==> src/rtl/toeplitz_pkg.sv <==
package toeplitz_pkg;
  // Hash width equals the degree of the column polynomial.
  localparam int unsigned HASH_W  = 5;
  // Number of message bits folded into one hash.
  localparam int unsigned MSG_LEN = 9;
  // Feedback mask: the new top stage is the XOR of stages 3 and 0,
  // which realises s(k+5) = s(k+3) ^ s(k).
  localparam logic [HASH_W-1:0] COL_TAPS = 5'b01001;
  // Stage k holds s(k) after seeding: s0..s4 = 0,0,0,1,0.
  localparam logic [HASH_W-1:0] COL_SEED = 5'b01000;

  function automatic logic [HASH_W-1:0] bit_reverse(input logic [HASH_W-1:0] v);
    logic [HASH_W-1:0] r;
    for (int i = 0; i < int'(HASH_W); i++) r[i] = v[HASH_W-1-i];
    return r;
  endfunction
endpackage

==> src/rtl/toeplitz_col_gen.sv <==
module toeplitz_col_gen #(
  parameter int unsigned           W    = 5,
  parameter logic [W-1:0]          TAPS = 5'b01001,
  parameter logic [W-1:0]          SEED = 5'b01000
) (
  input  logic         clk,
  input  logic         rst,
  input  logic         load_i,
  input  logic         step_i,
  output logic [W-1:0] col_o
);
  logic [W-1:0] col_q;
  logic         fb;

  assign fb = ^(col_q & TAPS);

  always_ff @(posedge clk) begin
    if (rst || load_i) col_q <= SEED;
    else if (step_i)   col_q <= {fb, col_q[W-1:1]};
  end

  assign col_o = col_q;
endmodule

==> src/rtl/toeplitz_fold_acc.sv <==
module toeplitz_fold_acc #(
  parameter int unsigned W = 5
) (
  input  logic         clk,
  input  logic         rst,
  input  logic         clr_i,
  input  logic         fold_i,
  input  logic [W-1:0] col_i,
  output logic [W-1:0] acc_o,
  output logic [W-1:0] acc_next_o
);
  logic [W-1:0] acc_q;

  // Next value including the bit being accepted now.
  assign acc_next_o = fold_i ? (acc_q ^ col_i) : acc_q;

  always_ff @(posedge clk) begin
    if (rst || clr_i) acc_q <= '0;
    else              acc_q <= acc_next_o;
  end

  assign acc_o = acc_q;
endmodule

==> src/rtl/toeplitz_msg_ctrl.sv <==
module toeplitz_msg_ctrl #(
  parameter int unsigned MSG_LEN = 9,
  localparam int unsigned CNT_W  = (MSG_LEN > 1) ? $clog2(MSG_LEN) : 1
) (
  input  logic clk,
  input  logic rst,
  input  logic start_i,
  input  logic vld_i,
  input  logic last_i,
  output logic take_o,
  output logic finish_o
);
  logic [CNT_W-1:0] cnt_q;
  logic             open_q;

  assign take_o   = vld_i && open_q && !start_i;
  assign finish_o = take_o && (last_i || (cnt_q == CNT_W'(MSG_LEN-1)));

  always_ff @(posedge clk) begin
    if (rst || start_i) begin
      cnt_q  <= '0;
      open_q <= 1'b1;
    end else if (finish_o) begin
      cnt_q  <= '0;
      open_q <= 1'b0;
    end else if (take_o) begin
      cnt_q  <= cnt_q + 1'b1;
    end
  end
endmodule

==> src/rtl/toeplitz_hash.sv <==
module toeplitz_hash
  import toeplitz_pkg::*;
#(
  parameter int unsigned           HW   = HASH_W,
  parameter int unsigned           ML   = MSG_LEN,
  parameter logic [HW-1:0]         TAPS = COL_TAPS,
  parameter logic [HW-1:0]         SEED = COL_SEED
) (
  input  logic          clk,
  input  logic          rst,
  input  logic          start_i,
  input  logic          bit_vld_i,
  input  logic          bit_i,
  input  logic          last_i,
  output logic [HW-1:0] hash_o,
  output logic          done_o
);
  logic          take, finish;
  logic [HW-1:0] col, acc, acc_next, rev;

  toeplitz_msg_ctrl #(.MSG_LEN(ML)) u_ctrl (
    .clk(clk), .rst(rst), .start_i(start_i), .vld_i(bit_vld_i),
    .last_i(last_i), .take_o(take), .finish_o(finish)
  );

  toeplitz_col_gen #(.W(HW), .TAPS(TAPS), .SEED(SEED)) u_col (
    .clk(clk), .rst(rst), .load_i(start_i), .step_i(take), .col_o(col)
  );

  toeplitz_fold_acc #(.W(HW)) u_acc (
    .clk(clk), .rst(rst), .clr_i(start_i), .fold_i(take && bit_i),
    .col_i(col), .acc_o(acc), .acc_next_o(acc_next)
  );

  // Accumulator bit t lands on output bit HW-1-t.
  for (genvar t = 0; t < int'(HW); t++) begin : g_rev
    assign rev[HW-1-t] = acc_next[t];
  end

  always_ff @(posedge clk) begin
    if (rst || start_i) begin
      hash_o <= '0;
      done_o <= 1'b0;
    end else begin
      done_o <= finish;
      if (finish) hash_o <= rev;
    end
  end
endmodule

==> config.mk <==
export PLATFORM = sky130hd
export DESIGN_NAME = toeplitz_hash
export DESIGN_NICKNAME = d
export VERILOG_FILES = /design/src/rtl/toeplitz_pkg.sv /design/src/rtl/toeplitz_col_gen.sv /design/src/rtl/toeplitz_fold_acc.sv /design/src/rtl/toeplitz_msg_ctrl.sv /design/src/rtl/toeplitz_hash.sv
export SDC_FILE = /design/constraint.sdc
export NUM_CORES = 1
export LEC_CHECK = 0
export ABC_CLOCK_PERIOD_IN_PS = 1600
export BUFFER_PORTS_ARGS = -buffer_cell sky130_fd_sc_hd__buf_2
export CORE_MARGIN = 3
export CORE_UTILIZATION = 30
export CTS_CLUSTER_DIAMETER = 120
export DETAILED_ROUTE_END_ITERATION = 16
export GPL_TIMING_DRIVEN = 0
export PLACE_DENSITY = 0.47
export SYNTH_ARGS = -nofsm -noshare
export SYNTH_HDL_FRONTEND = slang
export SYNTH_SLANG_ARGS = --single-unit
==> constraint.sdc <==
create_clock -name clk -period 1.6 [get_ports clk]
set_clock_uncertainty 0.05 [all_clocks]
set_input_delay 0.32 -clock clk [delete_from_list [all_inputs] [get_ports clk]]
set_output_delay 0.32 -clock clk [all_outputs]
set_load 0.01 [all_outputs]
; Word level (Yosys, flattened, before mapping)
; Index checks and enable logic that the tools add are counted.
; W data, S select, Z words.
[op_classes]
addsub = 1
eq_ne = 1
n_mux = 1
bitwise = 1
n_reduce_logical = 9
[op_table]
columns = op, n
row1 = $mux W5, 1
row2 = $reduce_xor A5 Y1, 1
row3 = $xor A5 B5 Y5, 1
row4 = $add A4 B1 Y4 const B, 1
row5 = $eq A4 B4 Y1 const B, 1
row6 = $logic_and A1 B1 Y1, 4
row7 = $logic_or A1 B1 Y1, 2
row8 = $reduce_or A2 Y1, 1
row9 = $logic_not A1 Y1, 1
[totals]
register_bits = 21
input_bits = 6
output_inout_bits = 6
wordCells = 19

; Logic depth before layout (Yosys ltp)
; Gate-level depths: netlist of the first run.
[logic_depth]
depth_word = 4
ltp_mapped = 7
depth_no_buf = 6

; Cells and area by module
; From an unflattened synthesis of the first run, not the netlist that was laid out.
[hier_totals]
hier_cells = 100
hier_area_um2 = 949.7
[modules_own_cells]
columns = module, n_inst, cells_per_inst, area_per_inst_um2, seq_area_each_um2
row1 = toeplitz_msg_ctrl, 1, 33, 275.3, 100.1
row2 = toeplitz_fold_acc, 1, 27, 260.2, 100.1
row3 = toeplitz_hash, 1, 22, 219.0, 120.1
row4 = toeplitz_col_gen, 1, 18, 195.2, 100.1

; Worst setup path after synthesis of the first run
; No wires, ideal clock.
[synth_timing]
path_kind = flip-flop to flip-flop
start = reg u_ctrl.cnt_q[0]
end = reg u_ctrl.cnt_q[3]
setup_ps = 71
arrival_time_ps = 1343
required_ps = 1479
path_slack_ps = 136
stages_incl_launch_ff = 8
n_path_buf = 1
period_less_slack_ps = 1464
path_cell_list = dfxtp_1 inv_1 ha_1 and3b_1 or2_1 clkbuf_1 a2bb2oi_1 a21oi_1
[synth_between]
elab_chain_cells = 4
word_cells_on_any_way = 5
classes_between = add/sub: 1 / eq/ne: 1 / reduce/logical: 3
[synth_lines]
columns = element, line_no
row1 = from (decl), toeplitz_msg_ctrl.sv:13  ; logic [CNT_W-1:0] cnt_q;
row2 = from (signal assigned), toeplitz_msg_ctrl.sv:27  ; cnt_q <= cnt_q + 1'b1;
row3 = $eq A4 B4 Y1, toeplitz_msg_ctrl.sv:17  ; assign finish_o = take_o && (last_i || (cnt_q == CNT_W'(MSG_LEN-1)));
row4 = $logic_or A1 B1 Y1, toeplitz_msg_ctrl.sv:17
row5 = $logic_and A1 B1 Y1, toeplitz_msg_ctrl.sv:17
row6 = $reduce_or A2 Y1 (no line), --
; Several ways; a longest one is shown, not always the timed one.
; A chain may end at the register's enable or synchronous reset.

; Worst setup path in the final report of the first run
[layout_timing]
start = reg u_ctrl.cnt_q[1]
end = reg u_ctrl.cnt_q[3]
; Same word-level chain as after synthesis.

==> results_dict.tcl, run 1 <==
set metrics [dict create \
    ios 12 \
    grt_pass1_wl_mm 2.88 \
    gr-usage-met2 0.159 \
    grt_util_met3 0.0389 \
    cts.sinks 21 \
    hold_violations 0 \
    dp_hpwl_mm 1.27 \
    final_cell_mix "dfxtp_1, nand2_1, nor2_1, buf_2" \
    wl_per_cell_um 12.3 \
    critPathBufInv 1 \
    fp-row-count 18 \
    worstPathArrival_ns 1.68 \
    synth_area_leaders "dfxtp_1, nand2_1, nor2_1" \
    fp.dieW_um 60.0 \
    cts_tree "built" \
    slew_headroom 0.677 \
    cts_buffers 3 \
    clockRootBuffer "clkbuf_4" \
    synth.cell_area_um2 875 \
    grt_use_met1 0.149 \
    cts_buffer_depth 2 \
    rsz0062_at_grt "no" \
    p_seq_frac 0.613 \
    dp_cells 143 \
    drt-total-wl_mm 1.79 \
    ys_warn_count 0 \
    cp_slowest_stage_delay_ns 0.39 \
    grt_start_max_net_pins 13 \
    grt_antenna_before_repair 0 \
    comb_power_share 0.093 \
    crit_chain "inv_1 > ha_1 > and3b_1 > or2_4 > a2bb2oi_1 > a21oi_1" \
    crit_type "flip-flop to flip-flop" \
    yosys_register_bits 21 \
    synth.top_cell.area_share 0.481 \
    fillers 278 \
    nets 125 \
    die_y_um 60.0 \
    h-tree-depth 1 \
    top_usage_layer "met2" \
    p_int_mw 0.658 \
    start_kind "flip-flop" \
    antenna_cells 0 \
    power_density_nw_per_um2 879 \
    power.share.clock 0.294 \
    fin_crit_ns 1.49 \
    cp_max_fo 6 \
    switching_share 0.255 \
    maxCapViolCount 0 \
    die-area_um2 3600 \
    grt_pass1_vias 622 \
    syn_area_per_cell_um2 8.57 \
    detail_route.vias_per_cell 4.76 \
    fmax_mhz 673 \
    path_delay_family "simple AND/OR/NAND/NOR gates" \
    initialDrtViolationCount 18 \
    drive_gt1_frac 0.207 \
    synth_nets 110 \
    ys_types 24 \
    timing.final.max_slew_violations 0 \
    postCtsSetupBuffers 0 \
    crit_slowest_cell "dfxtp_1" \
    setup_violations 0 \
    netlist_instances 102 \
    clk_pin_slew_ns 0.12 \
    ys_seq_area_frac 0.481 \
    io_buffers 11 \
    period_share 0.928 \
    post-route-drc-count 0 \
    clk_latency_ns 0.31 \
    firstDrtPassIters 4 \
    core_um2 2610 \
    stdcell_count 146 \
    worstHoldPathType "primary input to flip-flop" \
    tightestPinTransition_ns 0.484 \
    required_ns 1.79 \
    overflow 0 \
    gp_congestion 0.704 \
    crit_path_end_kind "flip-flop" \
    syn2layout_area_growth_pct 14.9 \
    status "complete, no violations" \
    leakagePower_nw 0.390 \
    final_common_cell "dfxtp_1" \
    totalPowerFinal_mw 0.883 \
    vias 695 \
    yosys.area.top_type "dfxtp_1" \
    ir_worst_vdd_v 0.000581 \
    start_util 0.335 \
    p_sw_mw 0.225 \
    grt_usage 0.109 \
    ant_nets 0 \
]
## sequential cells by signal, summed over array words and instances (netlist names)
name and count:
hash_o 5, u_acc.acc_o 5, u_col.col_o 5, u_ctrl.cnt_q 4, done_o 1, u_ctrl.open_q 1
## metal layers
layer / up-vias / routed length (um)
met3: 2 / 83
met1: 308 / 915
met2: 11 / 770
met5: - / 0
met4: 0 / 23
li1: 374 / -
## final cells by class
type,count,area (um2),share of cell area
Buffer,2,8.76,0.00872
Clock buffer,3,22.5,0.0224
Clock inverter,1,5.00,0.00498
Inverter,2,7.51,0.00747
Multi-Input combinational cell,76,447,0.445
Sequential cell,21,422,0.420
Tap cell,30,37.5,0.0374
Timing Repair Buffer,11,55.1,0.0548
## synthesized netlist by cell type
library cell / number
or2_1: 1
a211oi_1: 6
a2bb2oi_1: 1
nor2_1: 17
o21ai_0: 7
buf_2: 1
dfxtp_1: 21
nand4b_1: 1
clkbuf_1: 2
or4_1: 1
nor3_1: 1
nand3_1: 3
xor2_1: 5
or2_2: 1
and4b_4: 1
and2_2: 1
nand2_1: 17
nor4_1: 1
inv_1: 2
and3b_1: 1
ha_1: 2
xnor2_1: 1
a21oi_1: 7
nand3b_4: 1
## worst paths after layout
path	start	endpoint	slack, ns	depth (start not counted)
max	u_ctrl.cnt_q[1]	u_ctrl.cnt_q[3]	0.11	6
min	rst	done_o	0.12	2
max reg2reg	u_ctrl.cnt_q[1]	u_ctrl.cnt_q[3]	0.11	6
min reg2reg	u_col.col_o[1]	u_col.col_o[0]	0.43	2
## power groups by stage
stage | Clock, mW | Sequential (mW) | Combinational [mW]
finish | 0.260 | 0.541 | 0.0824
global route | 0.290 | 0.543 | 0.0928
CTS | 0.280 | 0.542 | 0.0799
detailed placement | 0 | 0.553 | 0.0798
global placement | 0 | 0.553 | 0.0798
floorplan | 0 | 0.554 | 0.0488
## stage by stage
stage          instance area, um2  hold slack, ns   util  setup TNS [ns]  setup WS (ns)
2_1_floorplan                 875           0.349      -               0          0.136
3_3_place_gp                  967           0.412  0.370          -0.285        -0.0600
3_5_place_dp                  967           0.416  0.370          -0.272        -0.0537
4_1_cts                       995           0.110  0.381               0         0.0567
5_1_grt                      1000           0.121  0.385               0         0.0130
6_report                     1000           0.124  0.385               0          0.115
## timing repair
item | 4_1_cts | 5_1_grt
gates cloned | 0 | 0
endpoints found under the hold margin | 0 | 0
setup endpoints to repair | 6 | 5
hold buffers | 0 | 0
gates resized for setup | 2 | 3
## logic make-up after synthesis
kind of cell / Yosys count / share of synthesized area
xor+xnor: 6 / 0.0601
simple gates: 47 / 0.266
flops: 21 / 0.481
fa+ha+maj: 2 / 0.0286
compound gates: 21 / 0.142
buf+inv: 5 / 0.0229
No activity file was read; power rests on OpenSTA's default activity.
==> run 2, diff against run 1 <==
Settings changed: ABC_AREA set to 1.
==> results_dict.tcl, run 2 <==
set metrics [dict create \
    grt_util_met3 0.0432 \
    grt_start_max_net_pins 13 \
    synthArstFlopShare 0 \
    fin_crit_ns 1.31 \
    nets 150 \
    clockRootBuffer "clkbuf_4" \
    status "complete, no violations" \
    initialDrtViolationCount 21 \
    tightestPinTransition_ns 0.194 \
    final_cell_mix "nand2_1, dfxtp_1, inv_1, buf_2, a21oi_1" \
    r2r_slack_ns 0.29 \
    holdPathStages 2 \
    grt_antenna_before_repair 0 \
    post-route-drc-count 0 \
    postCtsSetupBuffers 0 \
    fp.dieW_um 62.2 \
    synth_compound_area_frac 0.0925 \
    worstHoldPathType "primary input to flip-flop" \
    slew_headroom 0.871 \
    required_ns 1.79 \
    stdcell_count 183 \
    cts_resized 0 \
    cts_hold_buf 0 \
    start_util 0.329 \
    firstDrtPassIters 4 \
    hold_violations 0 \
    overflow 0 \
    syn_area_per_cell_um2 7.52 \
    die-area_um2 3870 \
    cp_max_fo 8 \
    top_usage_layer "met2" \
    core_um2 2880 \
    timing.final.max_slew_violations 0 \
    ios 12 \
    h-tree-depth 1 \
    hold_path_end "done_o" \
    synth_top_family_by_area "simple AND/OR/NAND/NOR gates" \
    clk_latency_ns 0.31 \
    grt_pass1_vias 745 \
    die_y_um 62.2 \
    netlist_instances 126 \
    cts_buffer_depth 2 \
    cts.sinks 21 \
    final_cell_area_um2 1080 \
    detail_route.vias_per_cell 4.28 \
    synthSimpleGateAreaFrac 0.343 \
    clk_pin_slew_ns 0.12 \
    vias 784 \
    drt-total-wl_mm 1.77 \
    yosys_register_bits 21 \
    cts_tree "built" \
    crit_path_end_kind "flip-flop" \
    yosys.area.top_type "dfxtp_1" \
    antenna_cells 0 \
    drive_gt1_frac 0.170 \
    final_common_cell "nand2_1" \
    fp-row-count 19 \
    rsz0062_at_grt "no" \
    synth_nets 134 \
    gp_congestion 0.721 \
    cts_buffers 3 \
    power_density_nw_per_um2 805 \
    setup_tns_ns 0 \
    synth_mux_area_frac 0 \
    wl_per_cell_um 9.67 \
    worstPathArrival_ns 1.50 \
    r2r-start "u_ctrl.cnt_q[0]" \
    r2r_cells 7 \
    fmax_mhz 761 \
    final_util 0.376 \
    leakagePower_nw 0.563 \
    ir_worst_vdd_v 0.000415 \
    ant_nets 0 \
    synth.most_common_cell "nand2_1" \
    synth.top_cell.area_share 0.444 \
    yosys.area_share.xor_xnor 0.00925 \
    ys.flop_type "dfxtp_1" \
    setup_violations 0 \
    synth_edf_count 0 \
    synthAdderAreaFrac 0.0264 \
    synth_area_leaders "dfxtp_1, nand2_1, inv_1" \
    grt_usage 0.107 \
    hold_start "rst" \
    dpl_cell_area_um2 1050 \
    rr_endpoint "u_ctrl.cnt_q[1]" \
    period_share 0.821 \
    crit_type "flip-flop to flip-flop" \
    grt_use_met1 0.136 \
    fillers 315 \
    syn2layout_area_growth_pct 14.3 \
    ys_seq_area_frac 0.444 \
    ys_types 21 \
    io_buffers 11 \
    grt_pass1_wl_mm 3.28 \
    ys_warn_count 0 \
    dp_cells 179 \
    gr-usage-met2 0.160 \
    start_kind "flip-flop" \
    synth.cell_area_um2 947 \
    yosys-top-cells-count "nand2_1, dfxtp_1, inv_1" \
    maxCapViolCount 0 \
    dp_hpwl_mm 1.38 \
]
## run 2: cell count changes in the layout (fill, tap and decap cells not counted), moves of 4 or more
cell,before,now
o21ai_0,7,1
nand3b_1,0,4
nor2_1,15,3
inv_1,2,16
a21oi_1,7,11
a211oi_1,6,0
nand2_1,17,45
nand3_1,3,8
o21ai_1,0,4
xor2_1,5,0
## run 2: per-layer routing
metal	share of wire	wire length [um]	up-vias
met5	0	0	-
met4	0.010	18	0
met3	0.036	63	2
met2	0.41	725	8
met1	0.54	962	350
li1	-	-	424
## run 2: cells by family (layout without fill, tap and decap cells)
group                    Yosys count  count (layout)
AO/OA/AOI/OAI                     17              17
flip-flops                        21              21
adder cells (fa/ha/maj)            2               2
buffers and inverters             19              34
XOR/XNOR                           1               1
AND/OR/NAND/NOR                   66              66
## run 2: worst max path at each step
stage | end | cells past startpoint | slack (ns) | start
5_1_grt | u_ctrl.cnt_q[3] | 9 | 0.16 | u_ctrl.cnt_q[0]
3_5_place_dp | u_ctrl.cnt_q[3] | 9 | 0.28 | u_ctrl.cnt_q[0]
3_3_place_gp | u_ctrl.cnt_q[3] | 9 | 0.30 | u_ctrl.cnt_q[0]
6_report | u_ctrl.cnt_q[1] | 7 | 0.29 | u_ctrl.cnt_q[0]
4_1_cts | u_ctrl.cnt_q[1] | 7 | 0.26 | u_ctrl.cnt_q[0]
2_1_floorplan | u_ctrl.cnt_q[3] | 9 | 0.45 | u_ctrl.cnt_q[0]
## run 2: critical path, cell delays in order (launching register included)
cell and delay (ns):
dfxtp_1 0.39, inv_1 0.07, ha_1 0.20, nand3_1 0.07, nand2_1 0.08, nand2_4 0.13
nand2_1 0.13, a21oi_1 0.13
## run 2: final cells by class
cell class / instances / area [um2] / share of cell area
clock buffer: 3 / 22.5 / 0.0208
clock inverter: 1 / 5.00 / 0.00462
timing repair buffer: 11 / 55.1 / 0.0509
sequential: 21 / 420 / 0.388
buffer: 2 / 16.3 / 0.0150
tap: 42 / 52.6 / 0.0486
inverter: 17 / 63.8 / 0.0590
multi-input combinational: 86 / 447 / 0.413
## run 2: per-stage QoR
step           worst slack (ns)  total power, mW  hold WS [ns]
6_report                  0.286            0.871         0.180
5_1_grt                   0.160            0.925         0.156
4_1_cts                   0.258            0.895         0.159
3_5_place_dp              0.281            0.630         0.411
3_3_place_gp              0.296            0.629         0.406
2_1_floorplan             0.446            0.603         0.352
## run 2: where the power goes
group          switching (mW)  internal (mW)
sequential            0.00664          0.532
combinational          0.0518         0.0267
clock                   0.160         0.0932
